### src/rtl/conv_seq_pkg.sv
package conv_seq_pkg;

    typedef enum logic [1:0] {
        ST_IDLE    = 2'd0,
        ST_LAUNCH  = 2'd1,
        ST_CONVERT = 2'd2
    } seq_state_t;

    localparam logic MODE_CONT_DEFAULT = 1'b1;

endpackage

### src/rtl/conv_cfg_reg.sv
module conv_cfg_reg (
    input  logic clk,
    input  logic rst,
    input  logic cfg_we,
    input  logic cfg_cont,
    input  logic cfg_start,
    output logic mode_q,
    output logic mode_next,
    output logic start_req
);
    import conv_seq_pkg::*;

    always_ff @(posedge clk) begin
        if (rst)
            mode_q <= MODE_CONT_DEFAULT;
        else if (cfg_we)
            mode_q <= cfg_cont;
    end

    // Mode as it will stand after this edge; lets a same-edge write steer the FSM.
    assign mode_next = cfg_we ? cfg_cont : mode_q;
    assign start_req = cfg_we & cfg_start;

endmodule

### src/rtl/conv_seq_fsm.sv
module conv_seq_fsm (
    input  logic clk,
    input  logic rst,
    input  logic mode_next,
    input  logic start_req,
    input  logic conv_done,
    output logic conv_start,
    output logic pwr_down,
    output logic active,
    output logic capture
);
    import conv_seq_pkg::*;

    seq_state_t state_q, state_d;

    always_ff @(posedge clk) begin
        if (rst)
            state_q <= ST_LAUNCH;
        else
            state_q <= state_d;
    end

    always_comb begin
        state_d = state_q;
        unique case (state_q)
            ST_IDLE: begin
                if (mode_next || start_req)
                    state_d = ST_LAUNCH;
            end
            ST_LAUNCH: begin
                state_d = ST_CONVERT;
            end
            ST_CONVERT: begin
                if (conv_done)
                    state_d = mode_next ? ST_LAUNCH : ST_IDLE;
            end
            default: state_d = ST_IDLE;
        endcase
    end

    always_comb begin
        conv_start = 1'b0;
        pwr_down   = 1'b0;
        active     = 1'b1;
        capture    = 1'b0;
        unique case (state_q)
            ST_IDLE: begin
                pwr_down = 1'b1;
                active   = 1'b0;
            end
            ST_LAUNCH: begin
                conv_start = 1'b1;
            end
            ST_CONVERT: begin
                capture = conv_done;
            end
            default: begin
                pwr_down = 1'b1;
                active   = 1'b0;
            end
        endcase
    end

endmodule

### src/rtl/conv_result_reg.sv
module conv_result_reg #(
    parameter int DATA_W = 16
) (
    input  logic              clk,
    input  logic              rst,
    input  logic              capture,
    input  logic [DATA_W-1:0] conv_data,
    output logic [DATA_W-1:0] result
);
    always_ff @(posedge clk) begin
        if (rst)
            result <= '0;
        else if (capture)
            result <= conv_data;
    end

endmodule

### src/rtl/conv_mode_seq.sv
module conv_mode_seq #(
    parameter int DATA_W = 16
) (
    input  logic              clk,
    input  logic              rst,
    input  logic              cfg_we,
    input  logic              cfg_cont,
    input  logic              cfg_start,
    output logic              busy_rd,
    output logic              conv_start,
    input  logic              conv_done,
    input  logic [DATA_W-1:0] conv_data,
    output logic [DATA_W-1:0] result,
    output logic              pwr_down
);
    logic mode_q, mode_next, start_req;
    logic active, capture;

    conv_cfg_reg u_cfg (
        .clk       (clk),
        .rst       (rst),
        .cfg_we    (cfg_we),
        .cfg_cont  (cfg_cont),
        .cfg_start (cfg_start),
        .mode_q    (mode_q),
        .mode_next (mode_next),
        .start_req (start_req)
    );

    conv_seq_fsm u_fsm (
        .clk        (clk),
        .rst        (rst),
        .mode_next  (mode_next),
        .start_req  (start_req),
        .conv_done  (conv_done),
        .conv_start (conv_start),
        .pwr_down   (pwr_down),
        .active     (active),
        .capture    (capture)
    );

    conv_result_reg #(.DATA_W(DATA_W)) u_res (
        .clk       (clk),
        .rst       (rst),
        .capture   (capture),
        .conv_data (conv_data),
        .result    (result)
    );

    // Free-running mode always reads busy; otherwise busy tracks a conversion in flight.
    assign busy_rd = mode_q | active;

endmodule

### config.mk
export PLATFORM = sky130hd
export DESIGN_NAME = conv_mode_seq
export DESIGN_NICKNAME = d
export VERILOG_FILES = /design/src/rtl/conv_seq_pkg.sv /design/src/rtl/conv_cfg_reg.sv /design/src/rtl/conv_seq_fsm.sv /design/src/rtl/conv_result_reg.sv /design/src/rtl/conv_mode_seq.sv
export SDC_FILE = /design/constraint.sdc
export NUM_CORES = 1
export LEC_CHECK = 0
export BUFFER_PORTS_ARGS = -buffer_cell sky130_fd_sc_hd__buf_2
export CAP_MARGIN = 15
export CORE_MARGIN = 2
export CORE_UTILIZATION = 30
export CTS_BUF_LIST = sky130_fd_sc_hd__clkbuf_8
export DETAILED_ROUTE_END_ITERATION = 8
export GPL_TIMING_DRIVEN = 0
export PLACE_DENSITY_LB_ADDON = 0.15
export SETUP_SLACK_MARGIN = 0.1
export SLEW_MARGIN = 15
export SYNTH_ARGS = -nofsm -noshare
export SYNTH_HDL_FRONTEND = slang
export SYNTH_SLANG_ARGS = --single-unit
### constraint.sdc
create_clock -name clk -period 2.5 [get_ports clk]
set_clock_uncertainty 0.1 [all_clocks]
set_input_delay 0.375 -clock clk [delete_from_list [all_inputs] [get_ports clk]]
set_output_delay 0.375 -clock clk [all_outputs]
set_load 0.02 [all_outputs]
# Word level (Yosys, flattened, before mapping)
# Cells that the tools add are included.
# totals
reg_bits,19
latchBits,0
ram_bits,0
romBits,0
input_bits,22
out_inout_bits,19
elab_cells,22
memories,0
# classes
add_sub_neg,0
multipliers,0
n_div,0
n_lt_le_gt_ge,0
n_eq_ne,4
n_shift,0
muxes,9
bitwise,2
n_reduce_logical,4
# ops
operator,n
1-bit two-way mux,6
2-bit one-hot mux with 3 select lines,1
2-bit two-way mux,2
"2-bit by 1-bit == test with 1-bit output, second input constant",1
"2-bit == test, second input constant",1
2-bit logical NOT,1
"2-bit by 1-bit != test with 1-bit output, second input constant",1
"2-bit != test, second input constant",1
2-bit AND reduction,1
2-bit OR reduction,1
1-bit AND,1
1-bit logical OR,1
1-bit OR,1

# Logic depth before layout (Yosys ltp)
# Gate-level depths: netlist of the first run.
# depth
ltp_word,4
depth_mapped,7
depth_no_buf,5

# Modules after synthesis
# From an unflattened synthesis of the first run, not the netlist that was laid out.
# hier_totals
hier_cells,76
area_unflattened_um2,815.8
# by_module_without_submodules
module,instances,cells_per_inst,area_per_inst_um2,seq_area_each_um2
conv_result_reg,1,52,580.6,320.3
conv_seq_fsm,1,19,180.2,40.0
conv_cfg_reg,1,4,48.8,20.0
conv_mode_seq,1,1,6.3,0.0

# Worst setup path before layout of the first run
# Ideal clock, no wire load.
# synth_path
kind,register -> register
start,reg u_fsm.state_q[0]
end,reg u_fsm.state_q[0]
setup_time_ns,0.093
t_arrival_ns,1.383
t_required_ns,2.307
setup_slack_ns,0.924
stages_incl_launch_ff,6
path_buffers,0
synth_period_minus_slack_ns,1.576
cell_sequence,dfxtp_1 inv_1 ha_1 nor4bb_4 or3_4 o311ai_2
# synth_via
elab_chain_cells,3
elab_cells_between_ends,7
classes_between,4 x eq/ne; 1 x mux; 2 x reduce/logical
# synth_rtl
element,line_no,rtl
start: declaration,conv_seq_fsm.sv:14,"seq_state_t state_q, state_d;"
start signal: assignment,conv_seq_fsm.sv:20,state_q <= state_d;
2-bit == test or 2-bit logical NOT (tied branches),conv_seq_fsm.sv:25,unique case (state_q)
2-bit != test (no source line) or 2-bit by 1-bit != test with 1-bit output (tied branches),--,
2-bit AND reduction (no source line),--,
# Several ways; a longest one is shown, not always the timed one.
# A chain may end at the register's enable or synchronous reset.

# Worst setup path after layout of the first run
# layout_path
start,reg u_fsm.state_q[0]
end,out busy_rd
# layout_via
elab_chain_cells,4
elab_cells_between_ends,5
classes_between,2 x eq/ne; 1 x mux; 1 x bitwise; 1 x reduce/logical
# layout_rtl
element,line_no,rtl
2-bit by 1-bit == test with 1-bit output or 2-bit == test (tied branches),conv_seq_fsm.sv:46,unique case (state_q)
2-bit OR reduction (no source line) *,--,
1-bit two-way mux *,conv_seq_fsm.sv:46,
1-bit OR *,conv_mode_seq.sv:51,assign busy_rd = mode_q | active;
end: declaration,conv_mode_seq.sv:9,"output logic busy_rd,"
# Every way passes the cells marked *; elsewhere a longest branch is shown, timed or not.

==> metrics.txt, run 1 <==
Avg Cell Area, Syn 8.390 um2; hpwl dp 1327 um; Placer Congestion 0.6913; fin crit share 0.7841; Die Area 3085 um2; CP endpoint kind output port; Pleak 0.5010 nW; Inserted Diodes 0; Total GRT Usage 0.1196; drt pass-1 iters 4; Distinct cells, synth 19; starting DRC count in detailed routing 16; Nets 165; DRC 0; synthesized area 797.0 um2; # IOs 41; initial antenna violation count 0; Layout fillers 271; endpoints failing setup 0; clock latency on the worst-skew pair 0.25 ns; Final Max Slew Viols 0; Hold Path Class in -> reg; hold_buf cts 0; total CTS buffers 3; H-tree levels 1; CP Max Fanout 4; CTS tree yes; Worst Path Required 2.03 ns; Die X 55.55 um; cell area power density 652.1 nW/um2; cell count after synthesis 95; fmax 510.1 MHz; Synth Net Count 121; most common cell after layout, fill and taps aside buf_2; Final TNS setup 0 ns; via count 770; highest-count cells in the layout ignoring fill and taps 41 x buf_2, 34 x nand2_1, 19 x dfxtp_1; min cycle time layout 1.960 ns; RSZ-0062 raised after global routing no; Slew HR 0.7034; ANT nets after route 0; Max Cap Violations 0; first-pass GRT wire length 2911 um; clock slew at reported path FFs 0.07 ns; Synth Register Bits 19; vias in the first global route 663; Resize count post-CTS 0; Setup crit start kind flip-flop; largest net degree at the start of global routing 11; Starting Density 0.3188; Total Power approximately 0.7 mW; GRT overflow 0; CTS max path bufs 2; routed len/inst between 10 and 15 um; CTS root buffer clkbuf_8; routed wire length ~1700 um; Yosys warnings 0; Post-CTS Repair Setup Buffers 0; # rows 18; Crit path arrival time 1.49 ns; Port Buffer Count 39; area grow syn2layout 34.85%; Slew @ Worst Pin 0.4450 ns; status finished, final reports clean; register area share after synthesis 0.4772; die height 55.55 um; WS Path Type reg -> out; layout cells sized above 1 0.3551; clock sink total 19; DR vias/cell about 4.6; Worst VDD drop approximately 0.3 mV; Core Area 2500 um2; Final Hold Viols 0
critical path, cell delays in order (launching register included):
cell and delay, ns:
dfxtp_1 0.39, inv_1 0.09, ha_1 0.30, or2_2 0.29, buf_2 0.16
flip-flops by register name (all words and copies together), names as in the netlist:
name,flops
u_fsm.state_q,2
u_res.result,16
u_cfg.mode_q,1
layout make-up:
cell class,instances,area [um2],area share
multi-input combinational,67,380.4,0.3539
buffer,5,21.27,0.01979
sequential,19,380.4,0.3539
clock buffer,3,41.29,0.03842
timing repair buffer,39,195.2,0.1816
inverter,4,15.01,0.01397
tap,30,37.54,0.03492
clock inverter,1,3.754,0.003492
metrics by stage:
step / area [um2] / cells / hold slack (ns) / utilization / setup slack, ns
global route: 1075 / 168 / 0.2532 / 0.4299 / 0.4615
CTS: 1075 / 168 / 0.2534 / 0.4299 / 0.5263
finish: 1075 / 168 / 0.2536 / 0.4299 / 0.5398
detailed placement: 1030 / 164 / 0.3444 / 0.4119 / 0.7621
floorplan: 797.0 / 95 / 0.3913 / - / 0.9241
global placement: 1030 / 164 / 0.3389 / 0.4119 / 0.8054
synth_stat cells:
cell type	instances	share of area
or2_2	1	0.0079
buf_2	2	0.013
nor4bb_4	1	0.031
a21oi_1	17	0.11
o31ai_1	1	0.0094
mux2_2	1	0.014
or3_4	1	0.014
and2_1	1	0.0079
o21ai_1	1	0.0063
nand2b_1	1	0.0079
inv_1	4	0.019
ha_1	4	0.063
nand2_1	34	0.16
o311ai_0	1	0.011
nor3b_1	1	0.0094
clkbuf_1	3	0.014
dfxtp_1	19	0.48
nor2b_1	1	0.0079
o311ai_2	1	0.020
kinds of logic (layout without fill, tap and decap cells):
kind of cell             count (synthesis)  count (layout)  share of synthesized area
AO/OA/AOI/OAI                           21              21                     0.1538
adder cells (fa/ha/maj)                  4               4                    0.06280
buffers and inverters                    9              52                    0.04552
flip-flops                              19              19                     0.4772
multiplexers                             1               1                    0.01413
AND/OR/NAND/NOR                         41              41                     0.2465
layer usage:
layer / share of wire / GRT usage / up-vias
met3: 0.069 / 0.03513 / 5
met4: 0.032 / 0.08362 / 0
met2: 0.46 / 0.1837 / 22
li1: - / - / 398
met1: 0.44 / 0.1416 / 345
met5: 0 / 0 / -
report_power, final:
group | switching [mW] | internal [mW] | total [mW]
Sequential | 0.0133 | 0.321 | 0.335
Clock | 0.0990 | 0.109 | 0.208
Combinational | 0.0916 | 0.0666 | 0.158
Total | 0.204 | 0.497 | 0.701
final timing paths:
kind	cells past startpoint	slack (ns)	from	end
hold reg to reg	2	0.35	u_res.result[12]$_SDFFE_PP0P_	u_res.result[12]$_SDFFE_PP0P_
setup reg to reg	6	0.77	u_fsm.state_q[0]$_SDFFE_PP1P_	u_res.result[0]$_SDFFE_PP0P_
hold / removal	3	0.25	conv_data[8]	u_res.result[8]$_SDFFE_PP0P_
setup / recovery	4	0.54	u_fsm.state_q[0]$_SDFFE_PP1P_	busy_rd
(Power assumes the default switching activity.)
==> run 2, diff against run 1 <==
==> constraint.sdc (replaced) <==
create_clock -name clk -period 1.9 [get_ports clk]
set_clock_uncertainty 0.1 [all_clocks]
set_input_delay 0.285 -clock clk [delete_from_list [all_inputs] [get_ports clk]]
set_output_delay 0.285 -clock clk [all_outputs]
set_load 0.02 [all_outputs]
==> run 2 against run 1 <==
Die area stayed put; largest power group unchanged; combinational power rose by 41%; sequential power rose by 31%; power rose by 34%; non-clock buffer count up 1; critical path depth is the same; utilization increased by 0.70 points; flip-flop and latch count stayed put.
==> metrics.txt, run 2 (synthesis gave the netlist of run 1 again) <==
via count 773; Max Cap Violations 0; Die X 55.55 um; Register Area 382.9 um2; largest registers u_res.result: 16 flops, u_fsm.state_q: 2 flops, u_cfg.mode_q: 1 flops; RSZ-0062 raised after global routing yes; sw frac 0.2900; setup ws final 0.1258 ns; min cycle time layout between 1.5 and 2 ns; H-tree levels 1; hpwl dp 1327 um; drt pass-1 iters 4; CP Max Fanout 2; Core Area 2500 um2; cell area power density 857.0 nW/um2; Setup crit start kind flip-flop; layout cells sized above 1 0.3813; number of flip-flops in the largest register 16; first-pass GRT wire length 2925 um; Slew @ Worst Pin 0.4438 ns; vias in the first global route 669; DR vias/cell 4.574; # rows 18; DRC 0; routed wire length 1765 um; initial antenna violation count 0; CTS tree yes; Final TNS setup 0 ns; Final Hold Viols 0; Final Max Slew Viols 0; internal power approximately 0.66 mW; hold_buf cts 0; fin crit share 0.9338; CP endpoint kind output port; worst hold slack 0.1635 ns; pre-CTS setup slack 0.1621 ns; GRT overflow 0; most common cell after layout, fill and taps aside buf_2; WS Path Type reg -> out; Total GRT Usage 0.1201; starting DRC count in detailed routing 18; die height 55.55 um; CP max stage delay 0.34 ns; Starting Density 0.3188; Crit path max-delay family flip-flops; total CTS buffers 3; status finished, final reports clean; fmax around 560 MHz; endpoints failing setup 0; CTS root buffer clkbuf_8; Inserted Diodes 0; area of the multi-input gates 380.4 um2; largest net degree at the start of global routing 11; Crit path arrival time 1.39 ns; area grow syn2layout 37.05%; CTS max path bufs 2; ANT nets after route 0; sw power 0.2714 mW; CP Cell Sequence inv_1 > ha_1 > or2_2 > buf_6; combinational share of power 0.237; clock sink total 19; Hold Path Class in -> reg; Most flops, register u_res.result; routed len/inst around 10 um; # IOs 41; highest-count cells in the layout ignoring fill and taps 40 x buf_2, 34 x nand2_1, 17 x a21oi_1, 17 x dfxtp_1, 5 x inv_1; Layout fillers 270; CP max-delay cell dfxtp_2; clock slew at reported path FFs roughly 0.070 ns; sequential share of power 0.470; Port Buffer Count 39; clock latency on the worst-skew pair 0.25 ns; clock power share 0.293; Worst VDD drop 0.3849 mV; Nets 166; Pleak approximately 0.5 nW; Slew HR 0.7041; Placer Congestion ~0.69; Buf/Inv on CP 2; Die Area 3085 um2; Worst Path Required 1.51 ns
run 2: cell types whose count changed in the layout (fill, tap and decap cells not counted), sizes merged:
cell  change
buf       +1
run 2: timing repair:
action                     4_1_cts  5_1_grt
gates resized for setup          2        4
setup buffers                    1        0
setup endpoints to repair        1        2
run 2: routing by layer:
metal  track usage  wire length [um]  up-vias
met5             0                 0        -
met4       0.08362                56        0
met3       0.03513               122        5
met2        0.1854               819       22
met1        0.1416               766      346
li1              -                 -      400
run 2: worst paths after layout:
| path | from | to | slack, ns | cells after the start |
|---|---|---|---|---|
| worst max-delay path | u_fsm.state_q[0]$_SDFFE_PP1P_ | busy_rd | 0.13 | 4 |
| worst min-delay path | conv_data[8] | u_res.result[8]$_SDFFE_PP0P_ | 0.16 | 3 |
| worst max register to register | u_fsm.state_q[0]$_SDFFE_PP1P_ | u_fsm.state_q[0]$_SDFFE_PP1P_ | 0.28 | 5 |
| worst min register to register | u_res.result[12]$_SDFFE_PP0P_ | u_res.result[12]$_SDFFE_PP0P_ | 0.35 | 2 |
run 2: metrics by stage:
stage               std cells  cell area [um2]  power [mW]  utilization
detailed placement        164             1030      0.6596       0.4119
global route              169             1092      0.9882       0.4369
global placement          164             1030      0.6565       0.4119
floorplan                  95            797.0      0.5880            -
CTS                       169             1085      0.9396       0.4339
finish                    169             1092      0.9361       0.4369
run 2: cell type report:
type,instances,share of cell area
clock inverter,1,0.003436
timing repair buffer,40,0.1913
buffer,5,0.02062
inverter,4,0.01375
clock buffer,3,0.03780
sequential,19,0.3505
tap,30,0.03436
multi-input combinational,67,0.3482
run 2: worst min-delay path, stage by stage:
cell and delay (ns):
buf_2 0.09, nand2_1 0.04, a21oi_1 0.05
run 2: power by group through the flow:
| stage | clock, mW | combinational, mW | sequential (mW) |
|---|---|---|---|
| after CTS | 0.278 | 0.221 | 0.440 |
| final | 0.274 | 0.222 | 0.440 |
| after global placement | 0 | 0.208 | 0.448 |
| after detailed placement | 0 | 0.210 | 0.449 |
| after global routing | 0.299 | 0.247 | 0.443 |
| after floorplan | 0 | 0.125 | 0.463 |
